### src/rtl/brx_pkg.sv
package brx_pkg;

  typedef enum logic [1:0] {
    KIND_FLAG  = 2'd0,
    KIND_LOOP  = 2'd1,
    KIND_CZERO = 2'd2,
    KIND_LOOPC = 2'd3
  } kind_e;

  // base test chosen by cond[3:1]; cond[0] inverts it
  typedef enum logic [2:0] {
    TST_ZERO  = 3'd0,
    TST_CARRY = 3'd1,
    TST_OVF   = 3'd2,
    TST_PAR   = 3'd3,
    TST_NEVER = 3'd4,
    TST_SLT   = 3'd5,
    TST_SLE   = 3'd6,
    TST_BE    = 3'd7
  } test_e;

endpackage

### src/rtl/brx_cond_eval.sv
module brx_cond_eval
  import brx_pkg::*;
(
  input  logic [3:0] cond,
  input  logic       fs,
  input  logic       fz,
  input  logic       fp,
  input  logic       fc,
  input  logic       fo,
  output logic       hold
);

  test_e base_sel;
  logic  base_val;
  logic  sgn_lt;

  assign base_sel = test_e'(cond[3:1]);
  assign sgn_lt   = fs ^ fo;

  always_comb begin
    unique case (base_sel)
      TST_ZERO:  base_val = fz;
      TST_CARRY: base_val = fc;
      TST_OVF:   base_val = fo;
      TST_PAR:   base_val = fp;
      TST_NEVER: base_val = 1'b0;
      TST_SLT:   base_val = sgn_lt;
      TST_SLE:   base_val = sgn_lt | fz;
      TST_BE:    base_val = fc | fz;
      default:   base_val = 1'b0;
    endcase
  end

  assign hold = base_val ^ cond[0];

endmodule

### src/rtl/brx_decide.sv
module brx_decide
  import brx_pkg::*;
#(
  parameter int CNT_W = 16
) (
  input  logic [1:0]       kind,
  input  logic             cond_hold,
  input  logic [CNT_W-1:0] cnt_in,
  output logic             taken,
  output logic [CNT_W-1:0] cnt_out
);

  localparam logic [CNT_W-1:0] CNT_ONE = CNT_W'(1);

  logic [CNT_W-1:0] cnt_dec;
  logic             dec_live;
  logic             cnt_empty;

  assign cnt_dec   = cnt_in - CNT_ONE;
  assign dec_live  = |cnt_dec;
  assign cnt_empty = ~|cnt_in;

  always_comb begin
    unique case (kind_e'(kind))
      KIND_FLAG: begin
        taken   = cond_hold;
        cnt_out = cnt_in;
      end
      KIND_LOOP: begin
        taken   = dec_live;
        cnt_out = cnt_dec;
      end
      KIND_CZERO: begin
        taken   = cnt_empty;
        cnt_out = cnt_in;
      end
      KIND_LOOPC: begin
        taken   = dec_live & cond_hold;
        cnt_out = cnt_dec;
      end
      default: begin
        taken   = 1'b0;
        cnt_out = cnt_in;
      end
    endcase
  end

endmodule

### src/rtl/brx_target.sv
module brx_target #(
  parameter int PC_W   = 32,
  parameter int LEN_W  = 4,
  parameter int DISP_W = 16
) (
  input  logic [PC_W-1:0]   pc,
  input  logic [LEN_W-1:0]  len,
  input  logic [DISP_W-1:0] disp,
  input  logic              taken,
  output logic [PC_W-1:0]   next_pc
);

  logic [PC_W-1:0] fall_thru;
  logic [PC_W-1:0] disp_ext;

  generate
    if (DISP_W >= PC_W) begin : g_trunc
      assign disp_ext = disp[PC_W-1:0];
    end else begin : g_sext
      assign disp_ext = {{(PC_W-DISP_W){disp[DISP_W-1]}}, disp};
    end
  endgenerate

  assign fall_thru = pc + PC_W'(len);
  assign next_pc   = taken ? (fall_thru + disp_ext) : fall_thru;

endmodule

### src/rtl/branch_resolver.sv
module branch_resolver #(
  parameter int PC_W   = 32,
  parameter int LEN_W  = 4,
  parameter int DISP_W = 16,
  parameter int CNT_W  = 16
) (
  input  logic              clk,
  input  logic              rst,
  input  logic              eval_i,
  input  logic [1:0]        kind_i,
  input  logic [3:0]        cond_i,
  input  logic              flag_s_i,
  input  logic              flag_z_i,
  input  logic              flag_p_i,
  input  logic              flag_c_i,
  input  logic              flag_o_i,
  input  logic [PC_W-1:0]   pc_i,
  input  logic [LEN_W-1:0]  len_i,
  input  logic [DISP_W-1:0] disp_i,
  input  logic [CNT_W-1:0]  count_i,
  output logic              taken_c_o,
  output logic [PC_W-1:0]   next_pc_c_o,
  output logic [CNT_W-1:0]  count_c_o,
  output logic              valid_o,
  output logic              taken_o,
  output logic [PC_W-1:0]   next_pc_o,
  output logic [CNT_W-1:0]  count_o
);

  logic cond_hold;

  brx_cond_eval u_cond (
    .cond (cond_i),
    .fs   (flag_s_i),
    .fz   (flag_z_i),
    .fp   (flag_p_i),
    .fc   (flag_c_i),
    .fo   (flag_o_i),
    .hold (cond_hold)
  );

  brx_decide #(.CNT_W(CNT_W)) u_decide (
    .kind      (kind_i),
    .cond_hold (cond_hold),
    .cnt_in    (count_i),
    .taken     (taken_c_o),
    .cnt_out   (count_c_o)
  );

  brx_target #(.PC_W(PC_W), .LEN_W(LEN_W), .DISP_W(DISP_W)) u_target (
    .pc      (pc_i),
    .len     (len_i),
    .disp    (disp_i),
    .taken   (taken_c_o),
    .next_pc (next_pc_c_o)
  );

  always_ff @(posedge clk) begin
    if (rst) begin
      valid_o   <= 1'b0;
      taken_o   <= 1'b0;
      next_pc_o <= '0;
      count_o   <= '0;
    end else begin
      valid_o <= eval_i;
      if (eval_i) begin
        taken_o   <= taken_c_o;
        next_pc_o <= next_pc_c_o;
        count_o   <= count_c_o;
      end
    end
  end

endmodule

### config.mk
export PLATFORM = sky130hd
export DESIGN_NAME = branch_resolver
export DESIGN_NICKNAME = d
export VERILOG_FILES = /design/src/rtl/brx_pkg.sv /design/src/rtl/brx_cond_eval.sv /design/src/rtl/brx_decide.sv /design/src/rtl/brx_target.sv /design/src/rtl/branch_resolver.sv
export SDC_FILE = /design/constraint.sdc
export NUM_CORES = 1
export LEC_CHECK = 0
export BUFFER_PORTS_ARGS = -buffer_cell sky130_fd_sc_hd__buf_4
export CORE_ASPECT_RATIO = 0.8
export CORE_MARGIN = 1.5
export CORE_UTILIZATION = 30
export CTS_CLUSTER_DIAMETER = 100
export CTS_CLUSTER_SIZE = 25
export DETAILED_ROUTE_END_ITERATION = 16
export MAX_ROUTING_LAYER = met4
export PLACE_DENSITY = 0.56
export SETUP_SLACK_MARGIN = 0.3
export SLEW_MARGIN = 20
export SYNTH_ARGS = -nofsm -noshare
export SYNTH_HDL_FRONTEND = slang
export SYNTH_HIERARCHICAL = 1
export SYNTH_SLANG_ARGS = --single-unit
### constraint.sdc
create_clock -name clk -period 9.5 [get_ports clk]
set_clock_uncertainty 0.2 [all_clocks]
set_input_delay 2.375 -clock clk [delete_from_list [all_inputs] [get_ports clk]]
set_output_delay 2.375 -clock clk [all_outputs]
set_load 0.005 [all_outputs]
==> impl_metrics.tcl <==
set metrics [dict create \
    criticalPathCategory "input pin to output port" \
    ys_types 71 \
    path_cells "buf_4 -> ha_1 -> fa_1 -> a21o_1 -> a21oi_1 -> buf_4 -> or2_2 -> xnor2_1 -> ha_1 -> a21o_1 -> a21o_1 -> a221o_1 -> a31oi_4 -> o31ai_4 -> a221oi_2 -> xor2_1 -> a21oi_1 -> buf_4" \
    syn2layout_area_growth_pct 31.06 \
    multi_input_area_sq_mm 0.004004 \
    synth_nets 772 \
    mostFrequentLayoutCells "buf_4 (183), nor2_1 (97), a21oi_1 (58)" \
    critPathCaptureType "output port" \
    finalSetupViolCount 0 \
    tightestPinTransition_ns 0.9933 \
    cts-buffers-inserted 5 \
    yosysSeqAreaShare_pct 19.13 \
    synth_edf_count 0 \
    dieArea_sq_mm 0.01825 \
    cp_top_family "compound AO/OA/AOI/OAI gates" \
    min_period_ns 8.882 \
    finish.instance_area_sq_mm 0.006858 \
    nNetsFinal 930 \
    postSynthAreaPerCell_sq_um 8.075 \
    cpPeakStageDelay_ns 0.41 \
    core_sq_mm 0.01682 \
    vias 5185 \
    crit_arrival_ns 6.31 \
    antenna_found_initial 0 \
    slowest_stage "fa_1" \
    synthCells 648 \
    fp.dieH_um 121.1 \
    clk_latency_ns 0.30 \
    syn-cell-area_sq_mm 0.005233 \
    placed_area_sq_mm 0.006695 \
    first_global_vias 5182 \
    layout-drive-gt1-share_pct 28.38 \
    portBuffers 180 \
    die_w_um 150.7 \
    cts_tree "yes" \
    grt-ovfl-total 0 \
    cts_post_setup_buffers_inserted 0 \
    dp_cells 1019 \
    cap_violations 0 \
    ctsHtreeMaxLevel 2 \
    drtIter0Drc 358 \
    fmaxAchievable_mhz 112.6 \
    grt_max_degree 51 \
    synthArstFlopShare_pct 0 \
    cts_root_buf "clkbuf_16" \
    synth_seq_cells 50 \
    totalWireLength_um 16800 \
    clk_path_buf_depth 2 \
    p_leak_nw 3.166 \
    hold_violations 0 \
    crit_required_ns 6.93 \
    grt_usage_pct 19.22 \
    rows 42 \
    viasPerCell 5.049 \
    yosys_warnings 6 \
    dp_hpwl_um 13460 \
    run_status "finished, final reports clean" \
    drc_errors 0 \
    gp_congestion 0.8691 \
    n_fill_cell 1785 \
    layout_commonest_cell "buf_4" \
    pwr_density_cell_mw_per_mm2 130.7 \
    wl_per_cell_um 16.36 \
    critPathMaxFanout 5 \
    io_pins 181 \
    finalCritPeriodShare_pct 93.49 \
    yosys.area.top_type "dfxtp_1" \
    drtPass1Iterations 5 \
    dominantRegCellSynth "dfxtp_1" \
    grt_pass1_wl_um 26780 \
    critPathBufInv 3 \
    grt_setup_unrepaired "no" \
    synth_top_area_share_pct 19.13 \
    peakVddDrop_v 0.00008355 \
    slew_headroom_pct 33.78 \
    final_max_slew_viol_count 0 \
    final_cell_count_no_fill 1027 \
    postRouteAntennaNets 0 \
    hold_buffers 0 \
    hold_class "flop to flop" \
    cts.sinks 50 \
    diodes 0 \
    start_kind "input pin" \
    regArea_sq_mm 0.001001 \
    netlist_top_cells_area "dfxtp_1 (19%), mux2i_1 (10%), ha_1 (9.6%)" \
    cts.clk_slew.worst_paths_ns 0.07 \
    cts_resized 0 \
    fin_setup_tns_ns 0 \
    initial_core_util_pct 31.12 \
]
-- flip-flops by register name (all words and copies together) (netlist names) --
signal and cells:
next_pc_o 32, count_o 16, taken_o 1, valid_o 1
-- per-stage QoR --
step | total power, mW | setup slack [ns] | hold WS (ns) | utilization, %
after global placement | 0.6889 | 0.6885 | 0.2774 | 39.81
after detailed placement | 0.6870 | 0.6592 | 0.2843 | 39.81
after CTS | 0.9098 | 0.6504 | 0.3034 | 40.78
final | 0.8966 | 0.6183 | 0.2970 | 40.78
after floorplan | 0.5016 | 1.200 | 0.2850 | -
after global routing | 0.9630 | 0.3352 | 0.3267 | 40.78
-- worst register-to-register path, stage by stage, from the launching register on --
cell and delay (ns):
dfxtp_1 0.32, mux2i_1 0.14, nor2_1 0.06
-- worst paths after layout --
check | from | end | slack, ns | cells after the start
max | pc_i[0] | next_pc_c_o[25] | 0.62 | 18
min reg2reg | next_pc_o[24]$_SDFFE_PP0P_ | next_pc_o[24]$_SDFFE_PP0P_ | 0.30 | 2
min | next_pc_o[24]$_SDFFE_PP0P_ | next_pc_o[24]$_SDFFE_PP0P_ | 0.30 | 2
max reg2reg | next_pc_o[22]$_SDFFE_PP0P_ | next_pc_o[22]$_SDFFE_PP0P_ | 8.65 | 2
-- kinds of logic (layout without fill, tap and decap cells) --
group | Yosys count | in the layout | share of synthesized area (%)
compound gates | 142 | 142 | 19.13
xor+xnor | 77 | 77 | 12.89
fa+ha+maj | 42 | 42 | 10.33
buf+inv | 43 | 202 | 4.639
flops | 50 | 50 | 19.13
mux | 60 | 60 | 11.65
simple gates | 234 | 234 | 22.24
-- power breakdown --
group          total [mW]  internal, mW  switching, mW
clock network       0.215         0.125         0.0898
logic               0.438         0.215          0.223
registers           0.244         0.232         0.0118
-- cell usage after synthesis, drive strengths merged (6+ instances only) --
library cell	count
nand3	19
nor2b	6
nor3	9
nand4	15
inv	11
a21o	19
ha	40
clkbuf	17
o21ai	17
nand2	51
mux2	7
dfxtp	50
and3	7
nor2	97
o21bai	7
xnor2	50
xor2	27
mux2i	53
a21oi	60
buf	15
a211oi	6
-- layout make-up --
class | count | share of cell area, %
Clock inverter | 1 | 0.4379
Multi-Input combinational cell | 555 | 58.38
Timing Repair Buffer | 183 | 20.03
Inverter | 11 | 0.6021
Sequential cell | 50 | 14.60
Tap cell | 220 | 4.014
Clock buffer | 7 | 1.934
-- per-layer routing --
| layer | share of wire [%] | global-route usage (%) | vias up | wire length, um |
|---|---|---|---|---|
| met1 | 52 | 27.63 | 2400 | 8669 |
| met2 | 41 | 27.67 | 140 | 6915 |
| met5 | 0 | - | - | 0 |
| met4 | 1.1 | 4.126 | 0 | 191 |
| li1 | - | - | 2630 | - |
| met3 | 6.1 | 3.684 | 15 | 1020 |
Note: power is estimated with default switching activity, not from simulation.
